==> config.mk <==
export PLATFORM = sky130hd
export DESIGN_NAME = dpg_top
export DESIGN_NICKNAME = d
export VERILOG_FILES = /design/src/rtl/dpg_pkg.sv /design/src/rtl/dpg_trig_detect.sv /design/src/rtl/dpg_down_chan.sv /design/src/rtl/dpg_top.sv
export SDC_FILE = /design/constraint.sdc
export NUM_CORES = 1
export LEC_CHECK = 0
export BUFFER_PORTS_ARGS = -buffer_cell sky130_fd_sc_hd__buf_2
export CORE_MARGIN = 4
export CORE_UTILIZATION = 40
export DETAILED_ROUTE_END_ITERATION = 10
export PLACE_DENSITY_LB_ADDON = 0.15
export SKIP_CTS_REPAIR_TIMING = 1
export SLEW_MARGIN = 20
export SYNTH_ARGS = -nofsm -noshare
export SYNTH_HDL_FRONTEND = slang
export SYNTH_SLANG_ARGS = --single-unit
==> constraint.sdc <==
create_clock -name clk -period 3.15 [get_ports clk]
set_input_delay 0.315 -clock clk [delete_from_list [all_inputs] [get_ports clk]]
set_output_delay 0.315 -clock clk [all_outputs]
set_load 0.01 [all_outputs]
==> src/rtl/dpg_pkg.sv <==
package dpg_pkg;
  typedef enum logic [1:0] {
    EDGE_NONE = 2'b00,
    EDGE_RISE = 2'b01,
    EDGE_FALL = 2'b10,
    EDGE_BOTH = 2'b11
  } edge_sel_e;
endpackage

==> src/rtl/dpg_trig_detect.sv <==
module dpg_trig_detect
  import dpg_pkg::*;
(
  input  logic       clk,
  input  logic       rst_n,
  input  logic       trig_in,
  input  logic [1:0] edge_sel,
  output logic       trig_edge
);
  // [0],[1]: synchronizer stages, [2]: previous synchronized level
  logic [2:0] sh_q, sh_d;
  edge_sel_e  sel;
  logic       rise, fall;

  always_comb begin
    sh_d = {sh_q[1:0], trig_in};
  end

  always_ff @(posedge clk or negedge rst_n) begin
    if (!rst_n) sh_q <= '0;
    else        sh_q <= sh_d;
  end

  assign sel  = edge_sel_e'(edge_sel);
  assign rise = sh_q[1] & ~sh_q[2];
  assign fall = ~sh_q[1] & sh_q[2];

  always_comb begin
    case (sel)
      EDGE_RISE: trig_edge = rise;
      EDGE_FALL: trig_edge = fall;
      EDGE_BOTH: trig_edge = rise | fall;
      default:   trig_edge = 1'b0;
    endcase
  end
endmodule

==> src/rtl/dpg_down_chan.sv <==
module dpg_down_chan #(
  parameter int CW = 16
) (
  input  logic          clk,
  input  logic          rst_n,
  input  logic          en,
  input  logic          load,
  input  logic          tick,
  input  logic [CW-1:0] load_val,
  output logic [CW-1:0] cnt,
  output logic          busy,
  output logic          zero_evt
);
  localparam logic [CW-1:0] ONE = {{(CW-1){1'b0}}, 1'b1};

  logic [CW-1:0] cnt_q, cnt_d;
  logic          busy_q, busy_d;

  always_comb begin
    cnt_d    = cnt_q;
    busy_d   = busy_q;
    zero_evt = 1'b0;
    if (!en) begin
      busy_d = 1'b0;
    end else if (load) begin
      cnt_d  = load_val;
      busy_d = 1'b1;
    end else if (busy_q && tick) begin
      if (cnt_q == '0) begin
        busy_d   = 1'b0;
        zero_evt = 1'b1;
      end else begin
        cnt_d = cnt_q - ONE;
      end
    end
  end

  always_ff @(posedge clk or negedge rst_n) begin
    if (!rst_n) begin
      cnt_q  <= '0;
      busy_q <= 1'b0;
    end else begin
      cnt_q  <= cnt_d;
      busy_q <= busy_d;
    end
  end

  assign cnt  = cnt_q;
  assign busy = busy_q;

  AST_HOLD_NO_TICK: assert property (@(posedge clk) disable iff (!rst_n)
    (!tick && !load) |=> $stable(cnt_q));
  AST_HOLD_DISABLED: assert property (@(posedge clk) disable iff (!rst_n)
    (!en) |=> ($stable(cnt_q) && !busy_q));
  AST_HALT_AT_ZERO: assert property (@(posedge clk) disable iff (!rst_n)
    zero_evt |=> !busy_q);
endmodule

==> src/rtl/dpg_top.sv <==
module dpg_top #(
  parameter int CW      = 16,
  parameter bit ACT_LVL = 1'b1
) (
  input  logic          clk,
  input  logic          rst_n,
  input  logic          cnt_en,
  input  logic          trig_in,
  input  logic [1:0]    edge_sel,
  input  logic          start_stb,
  input  logic          stop_stb,
  input  logic [CW-1:0] delay_val,
  input  logic [CW-1:0] width_val,
  input  logic          out_en,
  input  logic          idle_lvl,
  output logic          pulse_out,
  output logic          master_evt,
  output logic          slave_evt,
  output logic [CW-1:0] master_cnt,
  output logic [CW-1:0] slave_cnt,
  output logic          running
);
  logic          run_q, run_d;
  logic [CW-1:0] dly_q, dly_d, wid_q, wid_d;
  logic          pl_q, pl_d;
  logic          chan_en, arm, sw_trig, trig_edge;
  logic          m_load, m_busy, s_busy;

  assign chan_en = run_q & ~stop_stb;
  assign arm     = start_stb & ~run_q & ~stop_stb;
  assign sw_trig = start_stb & run_q;
  assign m_load  = chan_en & ~m_busy & (trig_edge | sw_trig);

  // arm/disarm and configuration capture
  always_comb begin
    run_d = run_q;
    dly_d = dly_q;
    wid_d = wid_q;
    if (stop_stb) begin
      run_d = 1'b0;
    end else if (arm) begin
      run_d = 1'b1;
      dly_d = delay_val;
      wid_d = width_val;
    end
  end

  // pulse level: updated on width-counter ticks only
  always_comb begin
    pl_d = pl_q;
    if (chan_en && s_busy && cnt_en && !master_evt)
      pl_d = (slave_cnt != '0);
  end

  always_ff @(posedge clk or negedge rst_n) begin
    if (!rst_n) begin
      run_q <= 1'b0;
      dly_q <= '0;
      wid_q <= '0;
      pl_q  <= 1'b0;
    end else begin
      run_q <= run_d;
      dly_q <= dly_d;
      wid_q <= wid_d;
      pl_q  <= pl_d;
    end
  end

  dpg_trig_detect u_trig (
    .clk       (clk),
    .rst_n     (rst_n),
    .trig_in   (trig_in),
    .edge_sel  (edge_sel),
    .trig_edge (trig_edge)
  );

  dpg_down_chan #(.CW(CW)) u_master (
    .clk      (clk),
    .rst_n    (rst_n),
    .en       (chan_en),
    .load     (m_load),
    .tick     (cnt_en),
    .load_val (dly_q),
    .cnt      (master_cnt),
    .busy     (m_busy),
    .zero_evt (master_evt)
  );

  dpg_down_chan #(.CW(CW)) u_slave (
    .clk      (clk),
    .rst_n    (rst_n),
    .en       (chan_en),
    .load     (master_evt),
    .tick     (cnt_en),
    .load_val (wid_q),
    .cnt      (slave_cnt),
    .busy     (s_busy),
    .zero_evt (slave_evt)
  );

  assign running   = run_q;
  assign pulse_out = out_en ? (pl_q ? ACT_LVL : ~ACT_LVL) : idle_lvl;

  AST_EVT_ONE_CYCLE: assert property (@(posedge clk) disable iff (!rst_n)
    master_evt |=> !master_evt);
  AST_EVT_LOADS_WIDTH: assert property (@(posedge clk) disable iff (!rst_n)
    master_evt |=> s_busy);
  AST_FALL_AT_END: assert property (@(posedge clk) disable iff (!rst_n)
    $fell(pl_q) |-> $past(slave_evt));
  AST_EVT_ON_TICK: assert property (@(posedge clk) disable iff (!rst_n)
    master_evt |-> cnt_en);
  AST_STOP_DISARMS: assert property (@(posedge clk) disable iff (!rst_n)
    stop_stb |=> !run_q);
endmodule

==> qor.yml <==
p_leak_nw: 2.009
crit_chain: "inv_1, ha_1, or4b_4, or3_4, or3_4, nor2_1, buf_2"
final_cell_mix: "buf_2, dfrtp_1, mux2_2, nor2_1, nand2_1"
clock_sinks: 71
drtIter0Drc: 110
globalplace.congestion: 0.8565
arrival_ns: 2.68
numCtsBuffers: 9
rr_endpoint: "u_slave.cnt[4]"
grt_util_all_layers_pct: 18.18
cts_max_level: 3
hold_class: "in -> async"
tightest_slew_ns: 1.013
synth_seq_area_share_pct: 49.91
period_minus_slack_ns: 2.993
crit_path_end_kind: "output port"
synth_area_sq_um: 3560
skew_ns: 0.009693
grt_max_degree: 29
antenna_left: 0
cpPeakStageDelay_ns: 0.49
crit_type: "reg -> out"
io_buffer_count: 77
p_per_area_nw_per_um2: 565.6
r2r_start: "u_slave.cnt[0]"
synth-seq-cells: 71
vias: 3055
worst_slack_ns: 0.1566
syn_area_per_cell_sq_um: 10.66
synth_fp_nets: 380
dp_hpwl_microns: 6749
clk_pin_slew_ns: 0.08
yosys-top-cells-area: "dfrtp_1, mux2_2, a221o_1, nor2_1, nand2_1"
cap_violations: 0
drive_gt1_share_pct: 35.36
overflow: 0
antennaDiodeCount: 0
tns_ns: 0
cp_slowest_cell: "or4b_4"
async_flop_share_pct: 100.0
stdcell_count: 535
dr.pass1.iters: 4
final_common_cell: "buf_2"
finalNetCount: 468
clk_root_buffer_cell: "clkbuf_8"
status: "finished with violations"
slew_viol_final: 0
required_ns: 2.83
r2r_cells: 8
row_count: 34
cp-start-kind: "flip-flop"
wl_microns: 9186
grt_pass1_vias: 2889
die_h_microns: 102.3
post-place-ws_ns: 0.3597
ios: 78
netlist.area_leader.share_pct: 49.91
cts_buffer_depth: 2
slew_headroom_pct: 32.15
synth_cells: 334
timing.critical_path.mode_cell: "or3_4"
yosysTopAreaCell: "dfrtp_1"
finalCritPeriodShare_pct: 95.03
dieArea_sq_um: 10470
areaGrowthSynthToFinish_pct: 21.93
start_util_pct: 41.02
antenna_found_initial: 0
setup.reg_to_reg.worst_slack_ns: 0.54
wl_per_cell_microns: 17.17
cts_tree: "yes"
synth_edf_count: 0
max_clock_freq_mhz: 334.1
via_per_inst: 5.710
synth_ff_type: "dfrtp_1"
worstPathMaxFanout: 7
fp.dieW_microns: 102.3
clk_latency_ns: 0.34
violations: "hold timing"
synth_cell_types: 51
finalHoldViolCount: 11
synth_warnings: 0
rsz0062_at_grt: "false"
grt_pass1_wl_microns: 14890
hold_ws_ns: -0.01433
fp.coreArea_sq_um: 8678
setup-violations-final: 0
drc: 0
ir_drop_mv: 0.3073
dp_cells: 519
per-layer routing:
layer,GRT usage [%],vias up,part of all wire [%]
li1,-,1446,-
met1,24.74,1504,44
met2,28.49,95,49
met3,3.891,10,6.0
met4,6.963,0,1.3
met5,0,-,0
power by group:
| part | switching (mW) | internal (mW) |
|---|---|---|
| Clock | 0.336 | 0.385 |
| Sequential | 0.166 | 1.06 |
| Combinational | 0.248 | 0.259 |
| Total | 0.749 | 1.71 |
critical path: cells and delay by family, from the launching register on:
| kind | cells | cell delay [ns] |
|---|---|---|
| adder cells (fa/ha/maj) | 1 | 0.21 |
| buffers and inverters | 2 | 0.25 |
| flip-flops | 1 | 0.43 |
| AND/OR/NAND/NOR | 4 | 1.45 |
cell type report:
cell class / count / area, sq um
inverter: 9 / 33.78
clock inverter: 4 / 45.04
fill: 834 / 4338
tap: 108 / 135.1
sequential: 71 / 1777
timing repair buffer: 93 / 505.5
clock buffer: 12 / 145.1
multi-input combinational: 238 / 1699
registers in the layout (all words and copies together) (netlist names):
name	count
dly_q	16
u_master.cnt	16
u_slave.cnt	16
wid_q	16
u_trig.sh_q	3
pl_q	1
running	1
u_master.busy	1
u_slave.busy	1
synth_stat cells (5+ instances only):
library cell	count
nor4_1	8
nand2_1	24
o211ai_1	7
mux2_2	35
a221o_1	11
a22oi_1	5
dfrtp_1	71
o21ai_0	11
nand4_1	5
nor3_1	14
nor2_1	29
mux2i_1	5
or3_1	7
inv_1	9
nand3_1	13
a21oi_1	6
clkbuf_1	11
worst max-delay path by stage:
| stage | from | end | slack (ns) | cells past startpoint |
|---|---|---|---|---|
| floorplan | u_slave.cnt[0] | slave_evt | 0.51 | 8 |
| global placement | u_slave.cnt[0] | slave_evt | 0.41 | 7 |
| detailed placement | u_slave.cnt[0] | slave_evt | 0.36 | 7 |
| CTS | u_slave.cnt[0] | slave_evt | -0.04 | 7 |
| global route | u_slave.cnt[0] | slave_evt | 0.02 | 7 |
| finish | u_slave.cnt[0] | slave_evt | 0.16 | 7 |
kinds of logic (layout without fill, tap and decap cells):
kind of cell | after synthesis | after routing | synth area share [%]
AOI/OAI and AO/OA | 65 | 65 | 13.67
xor gates and xnor gates | 4 | 4 | 0.9844
adders and majority gates | 4 | 4 | 1.406
buffers and inverters | 25 | 118 | 2.882
DFF | 71 | 71 | 49.91
muxes | 40 | 40 | 12.48
and+or+nand+nor | 125 | 125 | 18.66
per-stage QoR:
step           power, mW  hold slack, ns  utilization (%)  instance area [sq um]
6_report           2.455        -0.01433            50.01                   4340
3_5_place_dp       1.755          0.3379            47.66                   4136
5_1_grt            2.597         0.03601            50.01                   4340
2_1_floorplan      1.515         0.01941                -                   3560
4_1_cts            2.487       0.0007718            49.86                   4327
3_3_place_gp       1.738          0.3338            47.66                   4136
Note: power is estimated with default switching activity, not from simulation.
